**src/rtl/ring_bridge_pkg.sv**
```systemverilog
package ring_bridge_pkg;

    localparam int RING_W = 2;
    localparam int NODE_W = 4;
    localparam int DATA_W = 16;

    // valid is the MSB, then ring id, node id, payload
    typedef struct packed {
        logic              valid;
        logic [RING_W-1:0] ring;
        logic [NODE_W-1:0] node;
        logic [DATA_W-1:0] data;
    } flit_t;

    localparam int FLIT_W = $bits(flit_t);

    localparam flit_t EMPTY_SLOT = '0;

    // true when a flit arriving on the given ring must cross to the other ring
    function automatic logic must_cross(flit_t f, logic on_global,
                                        logic [RING_W-1:0] local_id);
        if (!f.valid)
            return 1'b0;
        return on_global ? (f.ring == local_id) : (f.ring != local_id);
    endfunction

endpackage

```
**src/rtl/bridge_xfer_fifo.sv**
```systemverilog
module bridge_xfer_fifo
    import ring_bridge_pkg::*;
#(
    parameter int DEPTH = 4
) (
    input  logic  clk,
    input  logic  rst,
    input  logic  push,
    input  flit_t din,
    input  logic  pop,
    output flit_t dout,
    output logic  full,
    output logic  empty
);

    localparam int AW = (DEPTH > 1) ? $clog2(DEPTH) : 1;
    localparam int CW = $clog2(DEPTH + 1);
    localparam logic [AW-1:0] LAST = AW'(DEPTH - 1);
    localparam logic [CW-1:0] FULL_CNT = CW'(DEPTH);

    flit_t         mem [DEPTH];
    logic [AW-1:0] wr_ptr, rd_ptr;
    logic [CW-1:0] cnt, cnt_nx;
    logic          do_push, do_pop;

    assign do_push = push && !full;
    assign do_pop  = pop && !empty;

    always_comb begin
        cnt_nx = cnt;
        if (do_push && !do_pop)
            cnt_nx = cnt + 1'b1;
        else if (do_pop && !do_push)
            cnt_nx = cnt - 1'b1;
    end

    always_ff @(posedge clk) begin
        if (do_push)
            mem[wr_ptr] <= din;
    end

    always_ff @(posedge clk) begin
        if (rst) begin
            wr_ptr <= '0;
            rd_ptr <= '0;
            cnt    <= '0;
            full   <= 1'b0;
            empty  <= 1'b1;
        end else begin
            if (do_push)
                wr_ptr <= (wr_ptr == LAST) ? '0 : wr_ptr + 1'b1;
            if (do_pop)
                rd_ptr <= (rd_ptr == LAST) ? '0 : rd_ptr + 1'b1;
            cnt   <= cnt_nx;
            full  <= (cnt_nx == FULL_CNT);
            empty <= (cnt_nx == '0);
        end
    end

    assign dout = mem[rd_ptr];

endmodule

```
**src/rtl/bridge_ring_stage.sv**
```systemverilog
module bridge_ring_stage
    import ring_bridge_pkg::*;
#(
    parameter bit                ON_GLOBAL     = 1'b0,
    parameter logic [RING_W-1:0] LOCAL_RING_ID = '0
) (
    input  logic  clk,
    input  logic  rst,
    input  flit_t slot_in,
    input  logic  exit_full,
    output logic  exit_push,
    output flit_t exit_flit,
    input  flit_t inj_head,
    input  logic  inj_empty,
    output logic  inj_pop,
    output flit_t slot_out,
    output logic  deflect
);

    logic  crossing, blocked, keep;
    flit_t slot_nx;

    always_comb begin
        crossing  = must_cross(slot_in, ON_GLOBAL, LOCAL_RING_ID);
        blocked   = crossing && exit_full;
        exit_push = crossing && !exit_full;
        exit_flit = slot_in;
        // on-ring traffic that stays (passing or deflected) owns the slot
        keep      = (slot_in.valid && !crossing) || blocked;
        inj_pop   = !keep && !inj_empty;
        if (keep)
            slot_nx = slot_in;
        else if (inj_pop)
            slot_nx = inj_head;
        else
            slot_nx = EMPTY_SLOT;
    end

    always_ff @(posedge clk) begin
        if (rst) begin
            slot_out <= EMPTY_SLOT;
            deflect  <= 1'b0;
        end else begin
            slot_out <= slot_nx;
            deflect  <= blocked;
        end
    end

endmodule

```
**src/rtl/ring_bridge.sv**
```systemverilog
module ring_bridge
    import ring_bridge_pkg::*;
#(
    parameter logic [RING_W-1:0] LOCAL_RING_ID = 2'd0,
    parameter int                XFER_DEPTH    = 4
) (
    input  logic              clk,
    input  logic              rst,
    input  logic [FLIT_W-1:0] loc_in,
    input  logic [FLIT_W-1:0] glb_in,
    output logic [FLIT_W-1:0] loc_out,
    output logic [FLIT_W-1:0] glb_out,
    output logic              loc_deflect,
    output logic              glb_deflect
);

    // index 0: local ring, index 1: global ring
    // queue k holds flits that left ring k and wait for ring 1-k
    flit_t      slot_in   [2];
    flit_t      slot_out  [2];
    flit_t      exit_flit [2];
    flit_t      q_head    [2];
    logic [1:0] q_full, q_empty, q_push, q_pop, defl;

    assign slot_in[0] = flit_t'(loc_in);
    assign slot_in[1] = flit_t'(glb_in);

    for (genvar r = 0; r < 2; r++) begin : g_ring
        bridge_ring_stage #(
            .ON_GLOBAL     (r == 1),
            .LOCAL_RING_ID (LOCAL_RING_ID)
        ) u_stage (
            .clk       (clk),
            .rst       (rst),
            .slot_in   (slot_in[r]),
            .exit_full (q_full[r]),
            .exit_push (q_push[r]),
            .exit_flit (exit_flit[r]),
            .inj_head  (q_head[1-r]),
            .inj_empty (q_empty[1-r]),
            .inj_pop   (q_pop[1-r]),
            .slot_out  (slot_out[r]),
            .deflect   (defl[r])
        );

        bridge_xfer_fifo #(
            .DEPTH (XFER_DEPTH)
        ) u_queue (
            .clk   (clk),
            .rst   (rst),
            .push  (q_push[r]),
            .din   (exit_flit[r]),
            .pop   (q_pop[r]),
            .dout  (q_head[r]),
            .full  (q_full[r]),
            .empty (q_empty[r])
        );
    end

    assign loc_out     = slot_out[0];
    assign glb_out     = slot_out[1];
    assign loc_deflect = defl[0];
    assign glb_deflect = defl[1];

endmodule

```
**config.mk**
```make
export PLATFORM = sky130hd
export DESIGN_NAME = ring_bridge
export DESIGN_NICKNAME = d
export VERILOG_FILES = /design/src/rtl/ring_bridge_pkg.sv /design/src/rtl/bridge_xfer_fifo.sv /design/src/rtl/bridge_ring_stage.sv /design/src/rtl/ring_bridge.sv
export SDC_FILE = /design/constraint.sdc
export NUM_CORES = 1
export LEC_CHECK = 0
export ABC_CLOCK_PERIOD_IN_PS = 1720
export BUFFER_PORTS_ARGS = -buffer_cell sky130_fd_sc_hd__buf_2
export CELL_PAD_IN_SITES_DETAIL_PLACEMENT = 0
export CELL_PAD_IN_SITES_GLOBAL_PLACEMENT = 1
export CORE_MARGIN = 1
export CORE_UTILIZATION = 25
export CTS_CLUSTER_DIAMETER = 80
export CTS_CLUSTER_SIZE = 20
export DETAILED_ROUTE_END_ITERATION = 12
export GPL_ROUTABILITY_DRIVEN = 0
export PLACE_DENSITY_LB_ADDON = 0.3
export SETUP_SLACK_MARGIN = 0.3
export SLEW_MARGIN = 20
export SYNTH_ARGS = -nofsm -noshare
export SYNTH_HDL_FRONTEND = slang
export SYNTH_SLANG_ARGS = --single-unit
```
**constraint.sdc**
```tcl
create_clock -name clk -period 1.72 [get_ports clk]
set_input_delay 0.172 -clock clk [delete_from_list [all_inputs] [get_ports clk]]
set_output_delay 0.172 -clock clk [all_outputs]
set_load 0.01 [all_outputs]
```
# Word level (Yosys, flattened, before mapping)
# Memories as Yosys holds them, arrays and structs flattened. A register that Yosys moved wholly into a read port is not among the register bits.
# Cells that the tools add are included.
[totals]
ramBits = 184
in_bits = 48
word_cells = 92
out_inout_bits = 48
regBits = 66
memories = 2
[classes]
n_addsub = 8
n_reduce_logical = 34
mux = 22
eq_ne = 6
[memory_table]
columns = ["memory", "depth", "word_bits", "read_ports", "rd_ports_with_merged_regs", "write_ports", "line_no", "source"]
rows = [
  ["g_ring[0].u_queue.mem", 4, 23, 1, 1, 1, "bridge_xfer_fifo.sv:21", "flit_t mem [DEPTH];"],
  ["g_ring[1].u_queue.mem", 4, 23, 1, 1, 1, "bridge_xfer_fifo.sv:21", ""],
]
[op_table]
columns = ["operator", "count"]
rows = [
  ["two-way mux 23 bit", 4],
  ["logical AND 1 bit", 16],
  ["two-way mux 2 bit", 8],
  ["zero test 1 bit", 12],
  ["two-way mux 3 bit", 4],
  ["adder 2 x 1 -> 2 bit (second input constant)", 4],
  ["equality test 2 bit (second input constant)", 4],
  ["adder 3 x 1 -> 3 bit (second input constant)", 2],
  ["equality test 3 bit (second input constant)", 2],
  ["zero test 3 bit", 2],
  ["two-way mux 1 bit", 6],
  ["subtractor 3 x 1 -> 3 bit (second input constant)", 2],
  ["zero test 2 bit", 1],
  ["logical OR 1 bit", 2],
  ["nonzero test 2 bit", 1],
]

# Longest topological paths before layout
[logic_depth]
ltp_word = 12
mapped_depth = 7
depth_no_buf = 5

# By module
# A second synthesis with hierarchy kept.
[unflattened]
cells_unflattened = 672
area_unflattened_um2 = 10709.0
[modules_own_cells]
columns = ["mod", "cells_each", "area_each_um2", "instances"]
rows = [
  ["bridge_xfer_fifo", 194, 3960.0, 2],
  ["bridge_ring_stage at g_ring[0].u_stage", 154, 1471.4, 1],
  ["bridge_ring_stage at g_ring[1].u_stage", 130, 1317.5, 1],
]

# Worst setup path after synthesis
# No wires, ideal clock.
[synth_path]
path_kind = "reg2reg"
from = "register g_ring[1].u_queue.full"
to = "register g_ring[0].u_queue.empty"
path_buffers = 1
stages_incl_launch_ff = 7
setup_ns = 0.058
required_time_ns = 1.662
path_slack_ns = -0.017
arrival_time_ns = 1.679
cell_sequence = "dfxtp_1 -> o31a_1 -> buf_2 -> o211ai_2 -> a2bb2oi_1 -> mux2_2 -> o21ba_1"
[synth_via]
elab_chain_cells = 9
[synth_rtl]
columns = ["element", "line_no", "source"]
rows = [
  ["start: declaration", "bridge_xfer_fifo.sv:12", "output logic full,"],
  ["start signal: assignment", "bridge_xfer_fifo.sv:55", "full <= (cnt_nx == FULL_CNT);"],
  ["logical AND 1 bit (*)", "bridge_ring_stage.sv:25", "blocked = crossing && exit_full;"],
  ["logical OR 1 bit (*)", "bridge_ring_stage.sv:29", "keep = (slot_in.valid && !crossing) || blocked;"],
  ["zero test 1 bit (*)", "bridge_ring_stage.sv:30", "inj_pop = !keep && !inj_empty;"],
  ["logical AND 1 bit (*)", "bridge_ring_stage.sv:30", ""],
  ["logical AND 1 bit (*)", "bridge_xfer_fifo.sv:27", "assign do_pop = pop && !empty;"],
  ["logical AND 1 bit / zero test 1 bit (equally long branches)", "bridge_xfer_fifo.sv:33, bridge_xfer_fifo.sv:31", ""],
  ["two-way mux 3 bit / logical AND 1 bit (equally long branches)", "bridge_xfer_fifo.sv:33, bridge_xfer_fifo.sv:31", ""],
  ["two-way mux 3 bit (*)", "bridge_xfer_fifo.sv:31", "if (do_push && !do_pop)"],
  ["zero test 3 bit (*)", "bridge_xfer_fifo.sv:56", "empty <= (cnt_nx == '0);"],
  ["end signal: assignment", "bridge_xfer_fifo.sv:56", ""],
  ["end: declaration", "bridge_xfer_fifo.sv:13", "output logic empty"],
]
# Every way passes the cells marked *; elsewhere a longest branch is shown, timed or not.
# A chain may end at the register's enable or synchronous reset.

# Worst setup path in the final report
# Ends and elaborated chain as after synthesis.

==> results.json <==
{
  "status": "finished clean",
  "syn2layout_area_growth_pct": 34.6,
  "whs_ns": 0.0185,
  "chipWidth_microns": 196,
  "postSynthNetCount": 593,
  "grt_pass1_vias": 5716,
  "min_path_cells": 2,
  "routed_via_count_divided_by_cell_count": 4.43,
  "wl_per_cell_microns": 19.7,
  "clock_tree.root_cell": "sky130_fd_sc_hd__clkbuf_16",
  "final_layout_size_suffix_gt1_share_pct": 43.2,
  "groute.usage.overall_pct": 12.2,
  "cts-root-to-sink-buffers": 3,
  "rr_startpoint": "g_ring[1].u_queue.full",
  "syn_area_per_cell_sq_um": 17.7,
  "asyncSetResetFlopFracSynth_pct": 0,
  "ff2ff_path_depth": 5,
  "start_util_pct": 25.5,
  "layout.filler_cells": 3549,
  "synth_xor_xnor_area_share_pct": 0.0932,
  "synth_seq_area_share_pct": 73.7,
  "global_route_wire_length_before_repair_microns": 35000,
  "finish.cell_count_without_fillers": 1205,
  "synthesis.instances": 531,
  "synth.lib_cells_used.distinct": 42,
  "worstReg2RegEnd": "g_ring[0].u_queue.empty",
  "ys_warn_count": 0,
  "buffer_ports.inserted": 95,
  "synth.ff_latch_count": 254,
  "cts_made_buffers": 17,
  "post-dp-hpwl_microns": 15100,
  "final_core_utilization_pct": 34.4,
  "worstPathRequired_ns": 2.16,
  "final.period_utilization_pct": 95.1,
  "top_cell_type_by_total_area_after_synthesis": "sky130_fd_sc_hd__edfxtp_1",
  "postRouteWirelength_microns": 23800,
  "synth_edf_count": 184,
  "yosys.area_share.adder_pct": 1.86,
  "crit_path_end_kind": "flip-flop",
  "grt_start_max_net_pins": 34,
  "worst_pin_slew_ns": 0.441,
  "synth_top_cell_area_share_pct": 58.8,
  "fp_rows": 70,
  "worst-setup-path-type": "reg -> reg",
  "detailedPlace.worstSlack_ns": -0.0402,
  "combinational_family_with_the_most_area_after_synthesis": "multiplexers",
  "finalWorstPathRequiredPeriod_ns": 1.64,
  "crit_path_max_fanout": 4,
  "mappedNetlistArea_sq_um": 9400,
  "core_area_sq_um": 36800,
  "maxSlewHeadroom_pct": 70.6,
  "cellLeakagePower_uw": 0.00442,
  "muxShareOfSynthArea_pct": 11.7,
  "slack_of_the_worst_reg_to_reg_path_ns": 0.08,
  "final_nets": 788,
  "power.density_cell_area_nw_per_um2": 1240,
  "fin_worst_skew_ns": 0.0194,
  "report.final.hold_viol_count": 0,
  "rsz0062_at_grt": "yes",
  "maxCapViolations": 0,
  "grt_antenna_before_repair": 2,
  "boundaryPins": 96,
  "die_h_microns": 196,
  "synth_top_cells_by_area": "sky130_fd_sc_hd__edfxtp_1 (59%), sky130_fd_sc_hd__dfxtp_1 (15%), sky130_fd_sc_hd__mux4_2 (11%), sky130_fd_sc_hd__a22oi_1 (3.5%), sky130_fd_sc_hd__nor2_1 (2.6%)",
  "worstHoldStart": "rst",
  "clock_transition_time_at_the_flip_flop_clock_pins_of_the_worst_setup_and_hold_paths_ns": 0.08,
  "residual_antenna_violating_net_count_after_detailed_routing": 0,
  "min_delay_worst_endpoint": "g_ring[0].u_queue.cnt[0]",
  "fp.dieArea_sq_um": 38400,
  "grt_overflow_total": 0,
  "synth_compound_gate_area_share_pct": 6.31,
  "drc_errors": 0,
  "synthSimpleGateAreaFrac_pct": 4.53,
  "setup_violations": 0,
  "drt_first_iter_violations": 259,
  "ys_dominant_reg_cell": "sky130_fd_sc_hd__edfxtp_1",
  "vias": 5337,
  "vdd_drop_max_v": 0.000476,
  "setup_slack_ns": 0.0845,
  "post-synth-top-count-cell": "sky130_fd_sc_hd__edfxtp_1",
  "crit_arrival_ns": 2.07,
  "tritoncts": "done",
  "placed_cells_incl_taps": 1107,
  "cp_launch_type": "flip-flop",
  "clk-insertion-delay-late_ns": 0.50,
  "max_clock_freq_mhz": 611,
  "final-max-slew-violation-count": 0,
  "synth.top_cells.by_count": "sky130_fd_sc_hd__edfxtp_1 (184), sky130_fd_sc_hd__dfxtp_1 (70), sky130_fd_sc_hd__nor2_1 (66)",
  "htreeDepth": 1,
  "cts.sink_count": 254,
  "worst_hold_path_type": "in -> reg",
  "detailedRoute.firstPassIterationCount": 4
}
==> registers in the layout, summed over array words and instances (netlist names), named ones only <==
register and flops:
g_ring.u_stage.deflect 2, g_ring.u_queue.wr_ptr 4, g_ring.u_queue.cnt 6, g_ring.u_queue.empty 2
g_ring.u_queue.rd_ptr 4, g_ring.u_stage.slot_out 46, g_ring.u_queue.full 2, g_ring.u_queue.mem 184
==> how the worst max path moves through the flow <==
stage,from,endpoint
after floorplan,g_ring[1].u_queue.full,g_ring[0].u_queue.empty
after global placement,glb_in[20],g_ring[0].u_queue.empty
after detailed placement,glb_in[20],g_ring[0].u_queue.empty
after CTS,g_ring[1].u_queue.full,g_ring[0].u_queue.empty
after global routing,g_ring[1].u_queue.full,g_ring[1].u_queue.empty
final,g_ring[1].u_queue.full,g_ring[0].u_queue.empty
==> per-stage QoR <==
step | setup TNS [ns] | power (uW) | instance area [sq um]
global route | 0 | 16400 | 12600
floorplan | 0 | 9420 | 9490
detailed placement | -0.0643 | 10600 | 10900
CTS | 0 | 15400 | 12200
global placement | -0.0296 | 10600 | 10900
finish | 0 | 15600 | 12700
==> critical path, stage by stage, from the launching register on <==
cell	delay, ns
sky130_fd_sc_hd__dfxtp_2	0.33
sky130_fd_sc_hd__o31a_1	0.32
sky130_fd_sc_hd__a211oi_2	0.29
sky130_fd_sc_hd__a2bb2oi_2	0.11
sky130_fd_sc_hd__mux2_4	0.32
sky130_fd_sc_hd__o21ba_1	0.21
==> kinds of logic after synthesis <==
family,Yosys count
buffers and inverters,39
AOI/OAI and AO/OA,78
muxes,52
xor gates and xnor gates,1
adders and majority gates,14
DFF,254
and+or+nand+nor,93
==> layout by cell type, fill, tap and decap left out, types with 3 or more instances in the layout <==
master,Yosys,layout
sky130_fd_sc_hd__buf_6,1,11
sky130_fd_sc_hd__and2_4,0,7
sky130_fd_sc_hd__inv_1,12,12
sky130_fd_sc_hd__a22oi_2,1,43
sky130_fd_sc_hd__edfxtp_1,184,184
sky130_fd_sc_hd__a211oi_2,2,4
sky130_fd_sc_hd__nor2_1,66,61
sky130_fd_sc_hd__o21a_1,3,3
sky130_fd_sc_hd__a21oi_1,9,4
sky130_fd_sc_hd__buf_12,0,24
sky130_fd_sc_hd__mux4_2,46,46
sky130_fd_sc_hd__dlygate4sd3_1,0,40
sky130_fd_sc_hd__nor2_2,0,3
sky130_fd_sc_hd__and3_2,0,4
sky130_fd_sc_hd__buf_16,0,3
sky130_fd_sc_hd__ha_1,14,14
sky130_fd_sc_hd__a21oi_2,0,5
sky130_fd_sc_hd__dfxtp_1,70,66
sky130_fd_sc_hd__mux2_4,1,3
sky130_fd_sc_hd__clkbuf_1,17,9
sky130_fd_sc_hd__nand2_1,5,4
sky130_fd_sc_hd__clkbuf_16,0,22
sky130_fd_sc_hd__buf_4,0,22
sky130_fd_sc_hd__buf_2,9,95
==> layout make-up <==
class	count	area (sq um)	share of cell area (%)
Clock inverter	3	28.8	0.227
Multi-Input combinational cell	238	2660	21.0
Tap cell	468	586	4.63
Antenna cell	1	2.50	0.0198
Inverter	12	45.0	0.356
Sequential cell	254	6940	54.8
Clock buffer	26	459	3.63
Timing Repair Buffer	203	1930	15.3
==> repair_timing <==
item                                   4_1_cts  5_1_grt
gates cloned                                 5        5
endpoints found under the hold margin      167        0
pin swaps                                   32       30
setup endpoints to repair                  155      157
setup buffers                                9        9
hold buffers                                40        0
resized for setup                           49       53
==> layer usage <==
metal / wire [microns] / up-vias / part of all wire [%] / track usage (%)
met5: 10 / - / 0.042 / 0
met4: 325 / 2 / 1.4 / 2.49
met3: 1400 / 22 / 5.9 / 2.54
met2: 12200 / 121 / 51 / 21.8
met1: 9900 / 2728 / 42 / 15.3
li1: - / 2464 / - / -
==> power breakdown <==
group	leakage (uW)	internal [uW]	total, uW	switching (uW)
registers	0.00225	7050	7300	250
logic	0.00194	2390	4410	2030
clock network	0.000235	1880	3930	2040
total	0.00442	11300	15600	4320
No activity file was read; power rests on OpenSTA's default activity.
